### config.mk
export PLATFORM = sky130hd
export DESIGN_NAME = iopt_walker
export DESIGN_NICKNAME = d
export VERILOG_FILES = /design/src/rtl/walk_pkg.sv /design/src/rtl/walk_entry_addr.sv /design/src/rtl/walk_entry_decode.sv /design/src/rtl/iopt_walker.sv
export SDC_FILE = /design/constraint.sdc
export NUM_CORES = 1
export LEC_CHECK = 0
export ABC_AREA = 0
export BUFFER_PORTS_ARGS = -buffer_cell sky130_fd_sc_hd__buf_2
export CORE_UTILIZATION = 47
export CTS_CLUSTER_SIZE = 12
export DETAILED_ROUTE_END_ITERATION = 12
export PLACE_DENSITY = 0.78
export SETUP_SLACK_MARGIN = 0.05
export SLEW_MARGIN = 5
export SYNTH_ARGS = -nofsm -noshare
export SYNTH_HDL_FRONTEND = slang
export SYNTH_HIERARCHICAL = 1
export SYNTH_SLANG_ARGS = --single-unit
### constraint.sdc
create_clock -name clk -period 1.9 [get_ports clk]
set_clock_uncertainty 0.05 [all_clocks]
set_input_delay 0.38 -clock clk [delete_from_list [all_inputs] [get_ports clk]]
set_output_delay 0.38 -clock clk [all_outputs]
set_load 0.02 [all_outputs]
### src/rtl/walk_pkg.sv
package walk_pkg;

    typedef enum logic [1:0] {
        ST_IDLE = 2'd0,
        ST_REQ  = 2'd1,
        ST_WAIT = 2'd2
    } walk_st_e;

    typedef enum logic [1:0] {
        FLT_NONE   = 2'd0,
        FLT_READ   = 2'd1,
        FLT_ABSENT = 2'd2,
        FLT_LEVEL  = 2'd3
    } walk_flt_e;

endpackage

### src/rtl/walk_entry_addr.sv
module walk_entry_addr #(
    parameter int ADDR_W     = 64,
    parameter int MAX_LEVELS = 5,
    parameter int IDX_BITS   = 9,
    parameter int PAGE_BITS  = 12,
    parameter int LVL_W      = 3,
    parameter int ENT_SHIFT  = 3
) (
    input  logic [ADDR_W-1:0]              ptr,
    input  logic [ADDR_W-1:0]              mask,
    input  logic [LVL_W-1:0]               lvl,
    input  logic [IDX_BITS*MAX_LEVELS-1:0] va_hi,
    output logic [ADDR_W-1:0]              ent_addr
);
    localparam logic [ADDR_W-1:0] PAGE_CLR = {{(ADDR_W-PAGE_BITS){1'b1}}, {PAGE_BITS{1'b0}}};

    logic [IDX_BITS-1:0] idx_tab [MAX_LEVELS];
    logic [IDX_BITS-1:0] idx_sel;

    // one fixed index slice per level
    for (genvar l = 0; l < MAX_LEVELS; l++) begin : g_idx
        assign idx_tab[l] = va_hi[IDX_BITS*l +: IDX_BITS];
    end

    always_comb begin
        idx_sel = '0;
        for (int l = 0; l < MAX_LEVELS; l++) begin
            if (lvl == LVL_W'(l)) begin
                idx_sel = idx_tab[l];
            end
        end
    end

    assign ent_addr = (ptr & mask & PAGE_CLR) | (ADDR_W'(idx_sel) << ENT_SHIFT);

endmodule

### src/rtl/walk_entry_decode.sv
module walk_entry_decode #(
    parameter int ADDR_W    = 64,
    parameter int PAGE_BITS = 12
) (
    input  logic [ADDR_W-1:0]    entry,
    input  logic [ADDR_W-1:0]    mask,
    input  logic [PAGE_BITS-1:0] page_off,
    output logic                 present,
    output logic [ADDR_W-1:0]    leaf_phys
);
    localparam logic [ADDR_W-1:0] PAGE_CLR = {{(ADDR_W-PAGE_BITS){1'b1}}, {PAGE_BITS{1'b0}}};

    // bit 0 read permission, bit 1 write permission
    assign present   = entry[0] | entry[1];
    assign leaf_phys = (entry & mask & PAGE_CLR) | ADDR_W'(page_off);

endmodule

### src/rtl/iopt_walker.sv
module iopt_walker
    import walk_pkg::*;
#(
    parameter int ADDR_W     = 64,
    parameter int MIN_LEVELS = 3,
    parameter int MAX_LEVELS = 5,
    parameter int IDX_BITS   = 9,
    parameter int PAGE_BITS  = 12,
    parameter int LVL_W      = 3,
    parameter int VA_W       = PAGE_BITS + IDX_BITS * MAX_LEVELS
) (
    input  logic              clk,
    input  logic              rst_n,
    input  logic              start,
    input  logic [ADDR_W-1:0] root_ptr,
    input  logic [LVL_W-1:0]  walk_levels,
    input  logic [VA_W-1:0]   dma_addr,
    input  logic [ADDR_W-1:0] haw_mask,
    output logic              mem_req_valid,
    input  logic              mem_req_ready,
    output logic [ADDR_W-1:0] mem_req_addr,
    input  logic              mem_rsp_valid,
    input  logic [ADDR_W-1:0] mem_rsp_data,
    input  logic              mem_rsp_err,
    output logic              busy,
    output logic              done,
    output logic              fault,
    output logic [1:0]        fault_code,
    output logic [ADDR_W-1:0] phys_addr
);
    localparam int WALK_BITS = IDX_BITS * MAX_LEVELS;

    typedef struct packed {
        walk_st_e          st;
        logic [LVL_W-1:0]  lvl;
        logic [ADDR_W-1:0] ptr;
        logic [VA_W-1:0]   va;
        logic [ADDR_W-1:0] mask;
        logic [ADDR_W-1:0] phys;
        walk_flt_e         code;
        logic              done;
        logic              fault;
    } walk_state_t;

    walk_state_t s_d, s_q;

    logic              ent_present;
    logic [ADDR_W-1:0] ent_leaf;
    logic [ADDR_W-1:0] ent_addr;
    logic              lvl_ok;

    walk_entry_addr #(
        .ADDR_W(ADDR_W), .MAX_LEVELS(MAX_LEVELS), .IDX_BITS(IDX_BITS),
        .PAGE_BITS(PAGE_BITS), .LVL_W(LVL_W), .ENT_SHIFT(3)
    ) u_addr (
        .ptr     (s_q.ptr),
        .mask    (s_q.mask),
        .lvl     (s_q.lvl),
        .va_hi   (s_q.va[PAGE_BITS +: WALK_BITS]),
        .ent_addr(ent_addr)
    );

    walk_entry_decode #(
        .ADDR_W(ADDR_W), .PAGE_BITS(PAGE_BITS)
    ) u_dec (
        .entry    (mem_rsp_data),
        .mask     (s_q.mask),
        .page_off (s_q.va[PAGE_BITS-1:0]),
        .present  (ent_present),
        .leaf_phys(ent_leaf)
    );

    assign lvl_ok = (walk_levels >= LVL_W'(MIN_LEVELS)) && (walk_levels <= LVL_W'(MAX_LEVELS));

    always_comb begin
        s_d       = s_q;
        s_d.done  = 1'b0;
        s_d.fault = 1'b0;
        unique case (s_q.st)
            ST_IDLE: begin
                if (start) begin
                    s_d.phys = '0;
                    if (!lvl_ok) begin
                        s_d.fault = 1'b1;
                        s_d.code  = FLT_LEVEL;
                    end else begin
                        s_d.st   = ST_REQ;
                        s_d.lvl  = walk_levels - LVL_W'(1);
                        s_d.ptr  = root_ptr;
                        s_d.va   = dma_addr;
                        s_d.mask = haw_mask;
                        s_d.code = FLT_NONE;
                    end
                end
            end
            ST_REQ: begin
                if (mem_req_ready) begin
                    s_d.st = ST_WAIT;
                end
            end
            ST_WAIT: begin
                if (mem_rsp_valid) begin
                    if (mem_rsp_err) begin
                        s_d.st    = ST_IDLE;
                        s_d.fault = 1'b1;
                        s_d.code  = FLT_READ;
                    end else if (!ent_present) begin
                        s_d.st    = ST_IDLE;
                        s_d.fault = 1'b1;
                        s_d.code  = FLT_ABSENT;
                    end else if (s_q.lvl == '0) begin
                        s_d.st   = ST_IDLE;
                        s_d.done = 1'b1;
                        s_d.phys = ent_leaf;
                    end else begin
                        s_d.st  = ST_REQ;
                        s_d.ptr = mem_rsp_data;
                        s_d.lvl = s_q.lvl - LVL_W'(1);
                    end
                end
            end
            default: s_d.st = ST_IDLE;
        endcase
    end

    always_ff @(posedge clk) begin
        if (!rst_n) begin
            s_q <= '0;
        end else begin
            s_q <= s_d;
        end
    end

    assign mem_req_valid = (s_q.st == ST_REQ);
    assign mem_req_addr  = ent_addr;
    assign busy          = (s_q.st != ST_IDLE);
    assign done          = s_q.done;
    assign fault         = s_q.fault;
    assign fault_code    = s_q.code;
    assign phys_addr     = s_q.phys;

endmodule

* After elaboration in Yosys (flattened, before gate mapping)
Index checks and enable logic that the tools add are counted.
** Word-level totals
- Output and inout bits :: 134
- Bits of input ports :: 258
- Flip-flop bits (word level) :: 258
- Word-level logic and storage cells :: 81
** Operators by class
- Muxes and demuxes :: 33
- $add $sub $neg :: 2
- Reduce and logical (&&, ||, !) cells :: 11
- Eq/ne operators :: 15
- $lt $le $gt $ge :: 2
- Bitwise operators :: 9
** Operators by type and width (number)
- 2-to-1 mux 256 bit :: 1
- 2-to-1 mux 67 bit :: 3
- 2-to-1 mux 64 bit :: 3
- 2-to-1 mux 190 bit :: 1
- one-hot mux 67 bit (2 select lines) :: 1
- one-hot mux 66 bit (2 select lines) :: 1
- AND 64 bit :: 2
- OR 64 x 12 -> 64 bit :: 2
- 2-to-1 mux 69 bit :: 1
- 2-to-1 mux 68 bit :: 1
- 2-to-1 mux 9 bit :: 5
- inequality test 2 bit, second input constant :: 7
- 2-to-1 mux 1 bit :: 10
- 2-to-1 mux 2 bit :: 4
- AND reduction 4 bit :: 2
- AND reduction 7 bit :: 1
- == test 3 x 2 -> 1 bit, second input constant :: 2
- one-hot mux 2 bit (3 select lines) :: 1
- AND reduction 6 bit :: 1
- subtractor 3 x 1 -> 3 bit, second input constant :: 2
- OR reduction 5 bit :: 1
- NOT 1 bit :: 4
- nonzero test 2 bit :: 2
- == test 3 x 1 -> 1 bit, second input constant :: 1
- 13 further kinds :: 13

* Longest topological paths before layout
Gate-level depths: netlist (run 1).
- Depth in word-level cells :: 7
- Gate-level depth with buffers :: 10

* Modules after synthesis
The synthesis (run 1) kept the hierarchy.
** Modules (own cells, without submodules)
- iopt_walker :: cells each 1248, sequential area each 5165.0 um2, area an instance 10885.4 um2, times used 1
- walk_entry_addr :: cells each 103, sequential area each 0.0 um2, area an instance 742.0 um2, times used 1
- walk_entry_decode :: cells each 65, sequential area each 0.0 um2, area an instance 421.7 um2, times used 1

* Worst setup path after synthesis (run 1)
Ideal clock, no wire load.
- Path type :: register to register
- Start point :: register s_q[254] (netlist bit)
- End point :: register s_q[212] (netlist bit)
- Data required time :: 1.730 ns
- Clock period less this slack :: 1.886 ns
- Arrival time :: 1.716 ns
- Cell stages (with the launch flop) :: 10
- Slack :: 0.014 ns
- Cell sequence :: dfxtp_1 > inv_1 > ha_1 > nor2b_1 > a21o_1 > a211o_1 > buf_6 > buf_6 > a221oi_2 > nor2_1
** On the way
- Word-level cells in the longest chain between the ends :: 3
** Ends and longest elaborated chain
- start, declared :: line iopt_walker.sv:45 : walk_state_t s_d, s_q;
- start signal, assigned :: line iopt_walker.sv:128 : s_q <= '0;
- start signal, assigned :: line iopt_walker.sv:130 : s_q <= s_d;
- logical NOT 3 bit :: line iopt_walker.sv:111 : end else if (s_q.lvl == '0) begin
- inequality test 2 bit (no line)
- AND reduction 7 bit (no line)
Every way passes these cells.
A chain may end at the register's enable or synchronous reset.

* Worst setup path after layout (run 1)
- Start point :: register s_q[255] (netlist bit)
- End point :: output mem_req_addr[6]
** On the way
- Word-level cells in the longest chain between the ends :: 7
- Elaborated cells between the ends (all ways) :: 11
- Classes of those cells :: eq/ne (4); mux (5); bitwise (1); reduce/logical (1)
** Ends and longest elaborated chain
- logical NOT 3 bit :: line walk_entry_addr.sv:28 : if (lvl == LVL_W'(l)) begin
- 2-to-1 mux 9 bit (4 in a row) :: line walk_entry_addr.sv:28
- 2-to-1 mux 9 bit * :: line walk_entry_addr.sv:28
- OR 64 x 12 -> 64 bit * :: line walk_entry_addr.sv:34 : assign ent_addr = (ptr & mask & PAGE_CLR) | (ADDR_W'(idx_sel) << ENT_SHIFT);
- end, declared :: line iopt_walker.sv:21 : output logic [ADDR_W-1:0] mem_req_addr,
Mark *: on every way between the ends. The rest lies on a longest branch, timed or not.

==> flow_summary.json, run 1 <==
{
  "critical_path_class": "register to primary output",
  "worstMarginPinSlew_ns": 0.619,
  "grt_use_total": 0.280,
  "endpoint_class_of_the_critical_path": "primary output",
  "clk_pin_slew_ns": 0.06,
  "cts.path.max_buffers": 3,
  "antenna_left": 0,
  "instances_no_fill": 1939,
  "timing.critical_path.cells": "buf_12 -> and2b_2 -> a22oi_2 -> o221ai_2 -> buf_4",
  "globalRouteOverflowTotal": 0,
  "final_cell_mix": "buf_2 (342), nand2_1 (285), dfxtp_1 (229)",
  "powerDensity_nw_per_um2": 855,
  "synthesis.area_um2": 11200,
  "post-route-min-period_ns": 2.22,
  "num_antenna_cells": 0,
  "postLayoutSetupSlackWorst_ns": -0.315,
  "postCtsHoldBufs": 0,
  "placed_cells": 1858,
  "run_status": "finished, violations left",
  "cts_max_level": 1,
  "syn_inst": 1318,
  "final.period_utilization": 1.17,
  "final_cell_area_um2": 15000,
  "layout.cells.most_common": "buf_2",
  "failed_checks": "negative setup slack",
  "final_setup_violation_count": 64,
  "timing.max_slew.rel_slack": 0.586,
  "area_taken_by_multi_input_logic_gates_um2": 5820,
  "worst_setup_path_start_kind": "register",
  "worst-endpoint-required_ns": 1.47,
  "timing.critical_path.slowest_cell_delay_ns": 0.35,
  "tritoncts.num_buffers": 26,
  "number_of_hold_violations_in_the_final_report": 0,
  "peakVddDrop_mv": 0.593,
  "die_w_um": 156,
  "vias": 10700,
  "p_leak_nw": 6.39,
  "grt_max_degree": 84,
  "startpoint": "s_q[255]",
  "clkLatencyLatePin_ns": 0.53,
  "final-max-slew-violation-count": 0,
  "ys.warnings.count": 6,
  "rsz0062_at_grt": "true",
  "power.total_mw": 12.8,
  "dr.pass1.iters": 5,
  "hold_path.startpoint": "haw_mask[41]",
  "maxCapViolations": 0,
  "syn-mean-instance-area_um2": 8.47,
  "route.detailed.vias_per_inst": 5.50,
  "syn2layout_area_growth_pct": 34.5,
  "ctsRootBufferMaster": "clkbuf_16",
  "post-dp-hpwl_um": 21900,
  "floorplan.core_area_um2": 23400,
  "ioPinCount": 392,
  "rows": 56,
  "global_route_wire_length_before_repair_um": 54200,
  "post_dp_cell_area_um2": 12900,
  "timing_limited_maximum_frequency_mhz": 451,
  "crit_slowest_cell": "dfxtp_4",
  "die_h_um": 156,
  "initialDrtViolationCount": 695,
  "post_place_setup_slack_ns": -0.225,
  "worstReg2RegStart": "s_q[253]",
  "io_buffers": 354,
  "vias_in_the_first_global_route": 10200,
  "class_of_the_most_critical_hold_timing_path": "input port to register",
  "postRouteWirelength_um": 37200,
  "fin_hold_ws_ns": 0.0342,
  "core_util_final": 0.642,
  "critPathArrivalTime_ns": 1.79,
  "num-nets-final": 1866,
  "seq_area_um2": 4700,
  "setup_tns_ns": -8.87,
  "worst-path-max-fanout": 10,
  "antenna_found_initial": 1,
  "route.detailed.drc": 0,
  "regToRegSetupSlack_ns": -0.22,
  "floorplan.initialDensity": 0.477,
  "layout-drive-gt1-share": 0.397,
  "gpl_congestion": 0.878,
  "number_of_sinks_on_the_clock_net": 234,
  "num-fill-cells": 1884,
  "wire_per_inst_um": 19.2,
  "die_area_um2": 24400,
  "cts_tree": "yes"
}
==> layer usage <==
| layer | vias to the layer above | routed length, µm | global-route usage |
|---|---|---|---|
| met2 | 509 | 17900 | 0.467 |
| met5 | - | 0 | 0 |
| met1 | 5105 | 15200 | 0.349 |
| met3 | 109 | 2960 | 0.0606 |
| li1 | 4936 | - | - |
| met4 | 0 | 1180 | 0.118 |
==> worst paths after layout <==
path                endpoint  cells after the start
max reg2reg         s_q[211]                     12
max          mem_req_addr[6]                      5
min                 s_q[109]                      3
min reg2reg     phys_addr[3]                      2
==> worst max-delay path, delay by kind of cell (launching register included) <==
family	cells	cell delay, ns
DFF	1	0.35
buffers and inverters	2	0.33
AOI/OAI and AO/OA	2	0.33
and+or+nand+nor	1	0.26
==> report_power, final <==
part / leakage (nW) / internal [mW] / switching, mW
Sequential: 1.91 / 5.17 / 0.183
Combinational: 4.05 / 1.12 / 1.26
Clock: 0.431 / 3.06 / 2.04
==> state kept, by name, indices dropped and copies added (netlist names) <==
| name | flops |
|---|---|
| phys_addr | 64 |
| s_q | 166 |
| done | 1 |
| fault | 1 |
| fault_code | 2 |
==> layout make-up <==
type,instances,share of cell area
inverters,8,0.00217
clock buffers,39,0.0540
clock inverters,6,0.00383
well taps,319,0.0266
multi-input cells,889,0.388
repair buffers,444,0.213
flip-flops and latches,234,0.313
==> timing repair <==
| action | CTS | global route |
|---|---|---|
| gates cloned | 12 | 5 |
| buffers inserted | 15 | 8 |
| endpoints found under the setup margin | 67 | 109 |
| pin swaps | 16 | 48 |
| hold endpoints to repair | 0 | 0 |
| gates resized for setup | 83 | 133 |
Note: power is estimated with default switching activity, not from simulation.
==> run 2: changes to the inputs <==
Settings changed: CORE_UTILIZATION 47 to 46, CTS_BUF_LIST set to sky130_fd_sc_hd__clkbuf_4, PLACE_DENSITY 0.78 to 0.76.
==> flow_summary.json, run 2 (synthesized netlist as in run 1, its figures left out) <==
{
  "regToRegSetupSlack_ns": -0.16,
  "final-max-slew-violation-count": 0,
  "cp_num_buf_inv": 2,
  "placed_cells": 1861,
  "gpl_congestion": 0.844,
  "number_of_hold_violations_in_the_final_report": 0,
  "die_h_um": 158,
  "rsz0062_at_grt": "true",
  "crit_slowest_cell": "dfxtp_4",
  "flip_flop_count_of_the_largest_register_after_layout": 166,
  "timing.critical_path.cells": "buf_12 -> and2b_2 -> a22oi_1 -> o221ai_2 -> buf_4",
  "hold_path_end": "fault_code[0]",
  "postRouteWirelength_um": 45500,
  "postLayoutSetupSlackWorst_ns": -0.475,
  "ioPinCount": 392,
  "instances_no_fill": 2228,
  "worstHoldPathCells": 4,
  "grt_use_total": 0.331,
  "cts_tree": "yes",
  "share_seq_of_total_power": 0.410,
  "worst-endpoint-required_ns": 1.47,
  "initialDrtViolationCount": 1222,
  "clk_pin_slew_ns": 0.07,
  "p_leak_nw": 7.59,
  "timing.critical_path.max_delay_family": "flip-flops",
  "final_setup_violation_count": 115,
  "post-dp-hpwl_um": 22300,
  "die_area_um2": 24900,
  "rows": 56,
  "layout-drive-gt1-share": 0.386,
  "vias": 12300,
  "antenna_found_initial": 1,
  "power.total_mw": 13.1,
  "final_cell_mix": "buf_2 (339), nand2_1 (270), dfxtp_1 (228)",
  "io_buffers": 354,
  "route.detailed.drc": 0,
  "powerDensity_nw_per_um2": 744,
  "power.share.clock": 0.366,
  "ctsRootBufferMaster": "clkbuf_4",
  "clkLatencyLatePin_ns": 0.65,
  "post-route-min-period_ns": 2.38,
  "die_w_um": 158,
  "failed_checks": "negative setup slack",
  "floorplan.core_area_um2": 23600,
  "seq_area_um2": 4700,
  "num-fill-cells": 1470,
  "globalRouteOverflowTotal": 0,
  "sw_frac_of_total": 0.293,
  "worst_setup_path_start_kind": "register",
  "cts.path.max_buffers": 3,
  "worstReg2RegStart": "s_q[253]",
  "worst-path-max-fanout": 6,
  "registers.top_by_ff_count": "s_q",
  "class_of_the_most_critical_hold_timing_path": "input port to register",
  "maxCapViolations": 0,
  "floorplan.initialDensity": 0.473,
  "antenna_left": 0,
  "cts_max_level": 3,
  "timing.critical_path.slowest_cell_delay_ns": 0.38,
  "number_of_sinks_on_the_clock_net": 234,
  "vias_in_the_first_global_route": 12700,
  "r2r.worst_path.cells": 11,
  "p_switching_mw": 3.82,
  "final.period_utilization": 1.25,
  "global_route_wire_length_before_repair_um": 64200,
  "dr.pass1.iters": 6,
  "critPathArrivalTime_ns": 1.95,
  "grt_max_degree": 81,
  "critical_path_class": "register to primary output",
  "wire_per_inst_um": 20.4,
  "timing.rr.end": "s_q[235]",
  "layout.cells.most_common": "buf_2",
  "endpoint_class_of_the_critical_path": "primary output",
  "area_taken_by_multi_input_logic_gates_um2": 5990,
  "tritoncts.num_buffers": 66,
  "peakVddDrop_mv": 0.515,
  "power.internal_mw": 9.24,
  "pwr-share-comb": 0.224,
  "num-nets-final": 2130,
  "route.detailed.vias_per_inst": 5.54,
  "syn2layout_area_growth_pct": 57.2,
  "timing_limited_maximum_frequency_mhz": 421,
  "run_status": "finished, violations left",
  "hold_path.startpoint": "mem_rsp_err"
}
-- run 2: power groups by stage --
stage          Sequential, mW  Combinational, mW  Clock [mW]
2_1_floorplan            5.37               1.08           0
5_1_grt                  5.38               3.08        5.14
3_3_place_gp             5.40               1.76           0
4_1_cts                  5.33               2.50        4.81
3_5_place_dp             5.41               1.79           0
6_report                 5.36               2.92        4.78
-- run 2: final cells by class --
cell class              count  area share
clock buffers              90      0.0385
inverters                   8     0.00171
multi-input cells         888       0.341
flip-flops and latches    234       0.268
clock inverters            18     0.00862
diodes                      2    0.000285
well taps                 319      0.0227
repair buffers            669       0.319
-- run 2: tightest hold or removal path: cells and delay by family --
| kind | cells | cell delay (ns) |
|---|---|---|
| buffers and inverters | 2 | 0.20 |
| AO/OA/AOI/OAI | 2 | 0.18 |
-- run 2: how the worst max path moves through the flow --
stage	startpoint	endpoint	slack (ns)	cells after the start
3_3_place_gp	walk_levels[1]	s_q[253]	-0.23	9
4_1_cts	s_q[255]	mem_req_addr[3]	-0.49	5
2_1_floorplan	walk_levels[1]	s_q[212]	0.05	9
3_5_place_dp	walk_levels[1]	s_q[253]	-0.28	9
5_1_grt	s_q[255]	mem_req_addr[11]	-0.56	5
6_report	s_q[255]	mem_req_addr[11]	-0.48	5
-- run 2: stage by stage --
step                      setup TNS, ns  hold slack, ns  setup slack [ns]  utilization  area (µm²)
after floorplan                       0           0.384            0.0509            -       11200
after global placement           -23.36           0.389            -0.225        0.548       12900
after detailed placement         -29.71           0.394            -0.276        0.548       12900
after CTS                         -5.31          0.0148            -0.489        0.710       16800
after global routing             -17.12          0.0733            -0.559        0.743       17600
final                            -11.41           0.104            -0.475        0.743       17600
-- run 2: per-layer routing --
layer  vias to the layer above  track usage  routed length (µm)
li1                       5514            -                   -
met3                       244       0.0824                4050
met1                      5784        0.359               16300
met5                         -            0                   0
met4                         0        0.215                2750
met2                       795        0.575               22400
-- run 2: what timing repair did --
| item | CTS | global route |
|---|---|---|
| endpoints found under the hold margin | 162 | 0 |
| gates resized for setup | 160 | 168 |
| endpoints found under the setup margin | 66 | 130 |
| hold buffers | 214 | 0 |
| setup buffers | 13 | 11 |
| cloned | 10 | 11 |
| pin swaps | 45 | 70 |
